File: config.mk
export PLATFORM = sky130hd
export DESIGN_NAME = exc_vector_sel
export DESIGN_NICKNAME = d
export VERILOG_FILES = /design/src/rtl/exc_sel_pkg.sv /design/src/rtl/exc_pend_latch.sv /design/src/rtl/exc_arbiter.sv /design/src/rtl/exc_mask_track.sv /design/src/rtl/exc_vector_sel.sv
export SDC_FILE = /design/constraint.sdc
export NUM_CORES = 1
export LEC_CHECK = 0
export CORE_MARGIN = 2
export CORE_UTILIZATION = 38
export CTS_CLUSTER_SIZE = 25
export DETAILED_ROUTE_END_ITERATION = 7
export PLACE_DENSITY = 0.9
export SLEW_MARGIN = 20
export SYNTH_ARGS = -nofsm -noshare
export SYNTH_HDL_FRONTEND = slang
export SYNTH_SLANG_ARGS = --single-unit
File: constraint.sdc
create_clock -name clk -period 2.5 [get_ports clk]
set_input_delay 0.5 -clock clk [delete_from_list [all_inputs] [get_ports clk]]
set_output_delay 0.5 -clock clk [all_outputs]
set_load 0.01 [all_outputs]
File: src/rtl/exc_sel_pkg.sv
`timescale 1ns/1ps
package exc_sel_pkg;
  localparam int CODE_W = 3;
  localparam int NSRC   = 7;   // arbitration slots
  localparam int NPULSE = 4;   // latched pulse sources

  typedef enum logic [CODE_W-1:0] {
    EXC_RESET  = 3'd0,
    EXC_UNDEF  = 3'd1,
    EXC_SWI    = 3'd2,
    EXC_PABORT = 3'd3,
    EXC_DABORT = 3'd4,
    EXC_IRQ    = 3'd6,
    EXC_FIQ    = 3'd7
  } exc_code_e;

  // Arbitration slots, lowest index wins
  localparam int SLOT_RESET  = 0;
  localparam int SLOT_DABORT = 1;
  localparam int SLOT_FIQ    = 2;
  localparam int SLOT_IRQ    = 3;
  localparam int SLOT_PABORT = 4;
  localparam int SLOT_UNDEF  = 5;
  localparam int SLOT_SWI    = 6;

  // Pulse latch lanes
  localparam int PL_DABORT = 0;
  localparam int PL_PABORT = 1;
  localparam int PL_UNDEF  = 2;
  localparam int PL_SWI    = 3;

  function automatic exc_code_e slot_code(input int slot);
    case (slot)
      SLOT_DABORT: return EXC_DABORT;
      SLOT_FIQ:    return EXC_FIQ;
      SLOT_IRQ:    return EXC_IRQ;
      SLOT_PABORT: return EXC_PABORT;
      SLOT_UNDEF:  return EXC_UNDEF;
      SLOT_SWI:    return EXC_SWI;
      default:     return EXC_RESET;
    endcase
  endfunction
endpackage

File: src/rtl/exc_pend_latch.sv
`timescale 1ns/1ps
module exc_pend_latch #(
  parameter int N = 4
) (
  input  logic         clk,
  input  logic         rst_n,
  input  logic [N-1:0] req,
  input  logic [N-1:0] clr,
  output logic [N-1:0] pend,
  output logic [N-1:0] eff
);
  assign eff = pend | req;

  for (genvar g = 0; g < N; g++) begin : g_lane
    always_ff @(posedge clk or negedge rst_n) begin
      if (!rst_n) pend[g] <= 1'b0;
      else        pend[g] <= (pend[g] | req[g]) & ~clr[g];
    end

    AST_PEND_HELD: assert property (@(posedge clk) disable iff (!rst_n)
      (pend[g] && !clr[g]) |=> pend[g]);
  end
endmodule

File: src/rtl/exc_arbiter.sv
`timescale 1ns/1ps
module exc_arbiter #(
  parameter int N = 7
) (
  input  logic [N-1:0] cand,
  output logic [N-1:0] grant,
  output logic         any
);
  logic [N:0] blocked;
  assign blocked[0] = 1'b0;

  for (genvar g = 0; g < N; g++) begin : g_chain
    assign grant[g]     = cand[g] & ~blocked[g];
    assign blocked[g+1] = blocked[g] | cand[g];
  end

  assign any = blocked[N];
endmodule

File: src/rtl/exc_mask_track.sv
`timescale 1ns/1ps
module exc_mask_track (
  input  logic clk,
  input  logic rst_n,
  input  logic take_fiq,
  input  logic take_irq,
  input  logic fiq_ret,
  input  logic irq_ret,
  input  logic fiq_reen,
  input  logic irq_reen,
  output logic fiq_off,
  output logic irq_off
);
  logic irq_saved;
  logic fiq_nx, irq_nx, saved_nx;

  always_comb begin
    fiq_nx   = fiq_off;
    irq_nx   = irq_off;
    saved_nx = irq_saved;
    if (fiq_ret) begin
      fiq_nx = 1'b0;
      irq_nx = irq_saved;
    end
    if (fiq_reen)           fiq_nx = 1'b0;
    if (irq_ret || irq_reen) irq_nx = 1'b0;
    if (take_fiq) begin
      saved_nx = irq_off;
      fiq_nx   = 1'b1;
      irq_nx   = 1'b1;
    end
    if (take_irq) irq_nx = 1'b1;
  end

  always_ff @(posedge clk or negedge rst_n) begin
    if (!rst_n) begin
      fiq_off   <= 1'b0;
      irq_off   <= 1'b0;
      irq_saved <= 1'b0;
    end else begin
      fiq_off   <= fiq_nx;
      irq_off   <= irq_nx;
      irq_saved <= saved_nx;
    end
  end

  AST_FIQ_SETS_BOTH: assert property (@(posedge clk) disable iff (!rst_n)
    take_fiq |=> (fiq_off && irq_off));
  AST_IRQ_SETS_FLAG: assert property (@(posedge clk) disable iff (!rst_n)
    take_irq |=> irq_off);
  AST_NO_DOUBLE_TAKE: assert property (@(posedge clk) disable iff (!rst_n)
    !(take_fiq && take_irq));
endmodule

File: src/rtl/exc_vector_sel.sv
`timescale 1ns/1ps
module exc_vector_sel
  import exc_sel_pkg::*;
#(
  parameter int              VEC_W     = 32,
  parameter logic [VEC_W-1:0] HIGH_BASE = 32'hFFFF_0000
) (
  input  logic             clk,
  input  logic             rst_n,
  input  logic             i_high_vec,
  input  logic             i_req_dabort,
  input  logic             i_req_fiq,
  input  logic             i_req_irq,
  input  logic             i_req_pabort,
  input  logic             i_req_undef,
  input  logic             i_req_swi,
  input  logic             i_fiq_ret,
  input  logic             i_irq_ret,
  input  logic             i_fiq_reen,
  input  logic             i_irq_reen,
  output logic             o_take,
  output logic [CODE_W-1:0] o_code,
  output logic [VEC_W-1:0] o_vec,
  output logic             o_fiq_off,
  output logic             o_irq_off
);
  localparam int VSHIFT = 2;   // vector slot spacing in bytes is 1 << VSHIFT

  logic              boot_q;
  logic [NPULSE-1:0] p_req, p_clr, p_pend, p_eff;
  logic [NSRC-1:0]   cand, grant;
  logic              any;
  logic              fiq_off, irq_off;
  exc_code_e         sel_code;
  logic [VEC_W-1:0]  sel_vec;

  // Pulse lanes
  assign p_req[PL_DABORT] = i_req_dabort;
  assign p_req[PL_PABORT] = i_req_pabort;
  assign p_req[PL_UNDEF]  = i_req_undef;
  assign p_req[PL_SWI]    = i_req_swi;

  assign p_clr[PL_DABORT] = grant[SLOT_DABORT];
  assign p_clr[PL_PABORT] = grant[SLOT_PABORT];
  assign p_clr[PL_UNDEF]  = grant[SLOT_UNDEF];
  assign p_clr[PL_SWI]    = grant[SLOT_SWI];

  exc_pend_latch #(.N(NPULSE)) u_pend (
    .clk  (clk),
    .rst_n(rst_n),
    .req  (p_req),
    .clr  (p_clr),
    .pend (p_pend),
    .eff  (p_eff)
  );

  // Candidates in priority order
  assign cand[SLOT_RESET]  = boot_q;
  assign cand[SLOT_DABORT] = p_eff[PL_DABORT];
  assign cand[SLOT_FIQ]    = i_req_fiq & ~fiq_off;
  assign cand[SLOT_IRQ]    = i_req_irq & ~irq_off & ~fiq_off;
  assign cand[SLOT_PABORT] = p_eff[PL_PABORT];
  assign cand[SLOT_UNDEF]  = p_eff[PL_UNDEF];
  assign cand[SLOT_SWI]    = p_eff[PL_SWI];

  exc_arbiter #(.N(NSRC)) u_arb (
    .cand (cand),
    .grant(grant),
    .any  (any)
  );

  exc_mask_track u_mask (
    .clk     (clk),
    .rst_n   (rst_n),
    .take_fiq(grant[SLOT_FIQ]),
    .take_irq(grant[SLOT_IRQ]),
    .fiq_ret (i_fiq_ret),
    .irq_ret (i_irq_ret),
    .fiq_reen(i_fiq_reen),
    .irq_reen(i_irq_reen),
    .fiq_off (fiq_off),
    .irq_off (irq_off)
  );

  // Code and vector of the winner
  always_comb begin
    sel_code = EXC_RESET;
    for (int i = 0; i < NSRC; i++) begin
      if (grant[i]) sel_code = slot_code(i);
    end
  end

  always_comb begin
    sel_vec = VEC_W'(sel_code) << VSHIFT;
    if (i_high_vec && sel_code != EXC_RESET) sel_vec = sel_vec + HIGH_BASE;
  end

  // Boot event and registered outputs
  always_ff @(posedge clk or negedge rst_n) begin
    if (!rst_n) begin
      boot_q <= 1'b1;
      o_take <= 1'b0;
      o_code <= '0;
      o_vec  <= '0;
    end else begin
      if (grant[SLOT_RESET]) boot_q <= 1'b0;
      o_take <= any;
      o_code <= any ? sel_code : EXC_RESET;
      o_vec  <= any ? sel_vec : '0;
    end
  end

  assign o_fiq_off = fiq_off;
  assign o_irq_off = irq_off;

  AST_UNDEF_SWI_EXCL: assert property (@(posedge clk) disable iff (!rst_n)
    !(i_req_undef && i_req_swi));
  AST_RESET_VEC_ZERO: assert property (@(posedge clk) disable iff (!rst_n)
    (o_take && o_code == EXC_RESET) |-> (o_vec == '0));
  AST_NO_IRQ_MASKED: assert property (@(posedge clk) disable iff (!rst_n)
    (o_take && o_code == EXC_IRQ) |-> !($past(irq_off) || $past(fiq_off)));
  AST_HIGH_BASE: assert property (@(posedge clk) disable iff (!rst_n)
    (o_take && o_code != EXC_RESET && $past(i_high_vec)) |-> (o_vec[VEC_W-1:16] == HIGH_BASE[VEC_W-1:16]));
  AST_FIQ_ONCE: assert property (@(posedge clk) disable iff (!rst_n)
    (o_take && o_code == EXC_FIQ) |=> !(o_take && o_code == EXC_FIQ));
  AST_IRQ_ONCE: assert property (@(posedge clk) disable iff (!rst_n)
    (o_take && o_code == EXC_IRQ) |=> !(o_take && o_code == EXC_IRQ));
endmodule

==> flow_results.org <==
** Routing
- Vias post-DR :: ~560
- For this run, the detailed router's first-pass iteration total came to 4.
- Wirelength per Cell :: 11.0 µm
- Final wirelength :: roughly 1.4 mm
- In this run the remaining antenna-violating nets after routing total 0.
- Remaining DRCs :: 0
- Dividing the detail-routed via count by the number of cells gives 4.39.
- The detailed router finished its first iteration with 4 violations.

** Yosys
- Synthesized area divided by synthesized cell count :: 10.0 µm²
- Dominant cell by count in the synthesized netlist :: sky130_fd_sc_hd__buf_4
- Number of library cell types mapped by synthesis :: 21
- Post-synth EDFFs :: 0
- For this run, the number of Yosys warnings is 0.
- Summing every instance area after synthesis gives 772 µm².
- Flip-flop and latch count after synthesis :: 13
- Post-synthesis sequential area ratio :: 42.3%
- Among all flip-flop cells after synthesis, the most frequent one is sky130_fd_sc_hd__dfrtp_1.
- Yosys attributes the largest share of cell area to sky130_fd_sc_hd__dfrtp_1, sky130_fd_sc_hd__buf_4, sky130_fd_sc_hd__dfstp_2, sky130_fd_sc_hd__a21oi_1, sky130_fd_sc_hd__nor4b_4.
- Share of the synthesized area in the top cell type :: just under 40%
- Async set or reset register ratio after synthesis :: 100%
- Synthesis produced a netlist whose cell count is 77.
- The commonest cells after synthesis are sky130_fd_sc_hd__buf_4, sky130_fd_sc_hd__dfrtp_1, sky130_fd_sc_hd__nor2_1, sky130_fd_sc_hd__a21oi_1, sky130_fd_sc_hd__nand2_1.
- The synthesized design spends more area on one cell type than any other, namely sky130_fd_sc_hd__dfrtp_1.

** STA
- Setup Viol. Count Final :: 0
- Final critical-path required period :: a little under 2 ns
- Final-layout setup total negative slack :: 0 ns
- RSZ-0062 raised after global routing :: no
- Clock skew on the completed layout was measured at 0.00170 ns.
- Headroom to the max-slew limit came out at 64.2%.
- Final cycle utilization of the critical path :: 79.1%
- For this run, the top clock speed supported by timing is 506 MHz.
- At the pin with the least slew margin, the transition time is about 0.53 ns.
- Final-report hold violation count :: 0
- The final count of pins violating max slew was 0.

** Clocking
- Number of buffers inserted to repair setup after CTS :: 0
- Cts-stage hold buffer count :: 0
- After clock tree synthesis, the clock-pin slew on the worst setup and hold paths is around 0.070 ns.
- TritonCTS created 3 clock buffers.
- TritonCTS built the clock tree.
- Buffers from clock root to sink, at most :: 2
- In this run, post-CTS repair resized a total of 0 instances.
- CTS placed an instance of sky130_fd_sc_hd__clkbuf_4 at the clock tree root.
- In this run the number of H-tree levels came out at 1.
- Clock sink count :: 13
- Clock network latency to the later pin of the worst-skew pair :: 0.27 ns

** Worst setup path
- Worst path cell trace :: clkdlybuf4s50_1
- CP startpoint kind :: flop
- Critical path arrival :: 1.48 ns
- The critical path in this run is classified as reg -> out.
- In this design, the stage delay of the slowest critical-path cell is 0.63 ns.
- CP Data Required Time :: 2.00 ns
- Buf/Inv on CP :: 1
- Critical-path cell with the highest stage delay :: sky130_fd_sc_hd__clkdlybuf4s50_1
- CP max FO :: 16
- Broken down by cell family, the worst path's largest delay share belongs to buffers and inverters.
- STA classifies the critical path endpoint as a primary output.

** Power and ir drop
- Static power due to leakage :: 0.000420 µW
- Largest voltage drop on the vdd net :: 0.337 mV
- Ratio of total power to cell area :: approximately 460 mW/mm²

** GRT
- In the global route stage, met2 resource usage came out at ~23%.
- Global routing used under 10% of the available met3 tracks.
- The number of global-route vias before repair came to 543.
- Most heavily used metal layer in global routing :: met2
- The number of antenna violations at the first check in global routing was 0.
- For this run, global-route usage on met1 was measured as 13.0%.
- Global routing used 12.8% of the available tracks across all layers.
- The first global-routing pass estimated 2.36 mm of wire.
- After global routing the overflow that remains totals 0.
- Entering global routing, the biggest net connects 17 pins.

** Final layout
- Count of antenna diodes in the layout :: 0
- At the end of the flow the core is filled with cells to 52.4%.
- Area added between synthesis and finish :: 31.9%
- In the final design database the tool counted 114 nets.
- The post-route netlist has 7.00% of its cells at a drive strength greater than 1.

** Floorplan
- Number of cell rows :: 16
- I/O pin count :: between 50 and 60
- The die covers 0.00241 mm².
- The die is just under 50 µm tall.
- Die X-Extent :: 49.1 µm
- Once the floorplan was initialized, standard cells occupied 39.8% of the core.
- The region available for standard cell placement spans 0.00194 mm².

** Job
- Max-cap violations :: 0

** Placement
- The count of buffers added on input and output ports is 37.
- Detailed placement ended at an HPWL of approximately 1.2 mm.
- Routability-driven placement finished with a final weighted congestion of 0.852.

** Hold path
- Worst min path class :: reg -> reg

** Outcome
- Outcome :: finished, final reports clean
==> final cells by class <==
type / count / area (µm²)
clock buffer: 4 / 26.3
fill: 187 / 923
inverter: 1 / 3.75
multi-input combinational: 45 / 258
sequential: 13 / 327
tap: 27 / 33.8
timing repair buffer: 37 / 370
==> per-stage QoR <==
step	instance area [µm²]	power, µW	cells	setup slack (ns)	hold WS, ns
detailed placement	992	352	123	0.499	0.494
CTS	1020	479	127	0.481	0.512
global placement	992	348	123	0.566	0.473
finish	1020	473	127	0.523	0.510
global route	1020	503	127	0.394	0.527
floorplan	821	315	90	1.11	0.204
==> flip-flops by register name, summed over array words and instances, names as in the netlist <==
| name | count |
|---|---|
| o_code | 2 |
| u_mask.irq_saved | 1 |
| o_vec | 2 |
| u_mask.irq_off | 1 |
| o_take | 1 |
| u_mask.fiq_off | 1 |
| u_pend.pend | 4 |
| boot_q | 1 |
==> worst paths after layout <==
path                           startpoint        endpoint  slack (ns)  cells past startpoint
hold reg to reg            u_pend.pend[2]          o_take        0.51                      2
max in group asynchronous           rst_n          boot_q        1.56                      1
setup reg to reg                   boot_q  u_pend.pend[3]        1.08                      3
setup / recovery                o_vec[30]       o_vec[19]        0.52                      1
min in group asynchronous           rst_n  u_pend.pend[3]        0.57                      1
hold / removal             u_pend.pend[2]          o_take        0.51                      2
==> cell usage in the layout (no fill, tap or decap), drive strengths merged <==
| cell | n |
|---|---|
| a21oi | 5 |
| a311oi | 1 |
| clkbuf | 4 |
| clkdlybuf4s50 | 37 |
| conb | 14 |
| dfrtp | 12 |
| dfstp | 1 |
| inv | 1 |
| mux2 | 1 |
| mux2i | 1 |
| nand2 | 4 |
| nor2 | 6 |
| nor2b | 3 |
| nor3 | 1 |
| nor3b | 1 |
| nor4 | 2 |
| nor4b | 1 |
| o21a | 1 |
| o21ai | 1 |
| o21bai | 1 |
| o32ai | 1 |
| or3 | 1 |
==> metal layers <==
layer / share of wire (%) / wire length [µm]
met1: 35 / 489
met3: 11 / 159
met5: 0 / 0
met2: 53 / 734
met4: 0.93 / 13
==> power by group <==
group          switching, µW  internal, µW
Combinational           49.5          63.1
Sequential              12.1           222
Clock                   64.0          61.8
==> cells by family after synthesis <==
kind of cell | after synthesis | synth area share [%]
DFF | 13 | 42.3
and+or+nand+nor | 19 | 15.7
muxes | 2 | 2.76
buffers and inverters | 32 | 30.6
AOI/OAI and AO/OA | 10 | 8.10
other | 1 | 0.486
No activity file was read; power rests on OpenSTA's default activity.
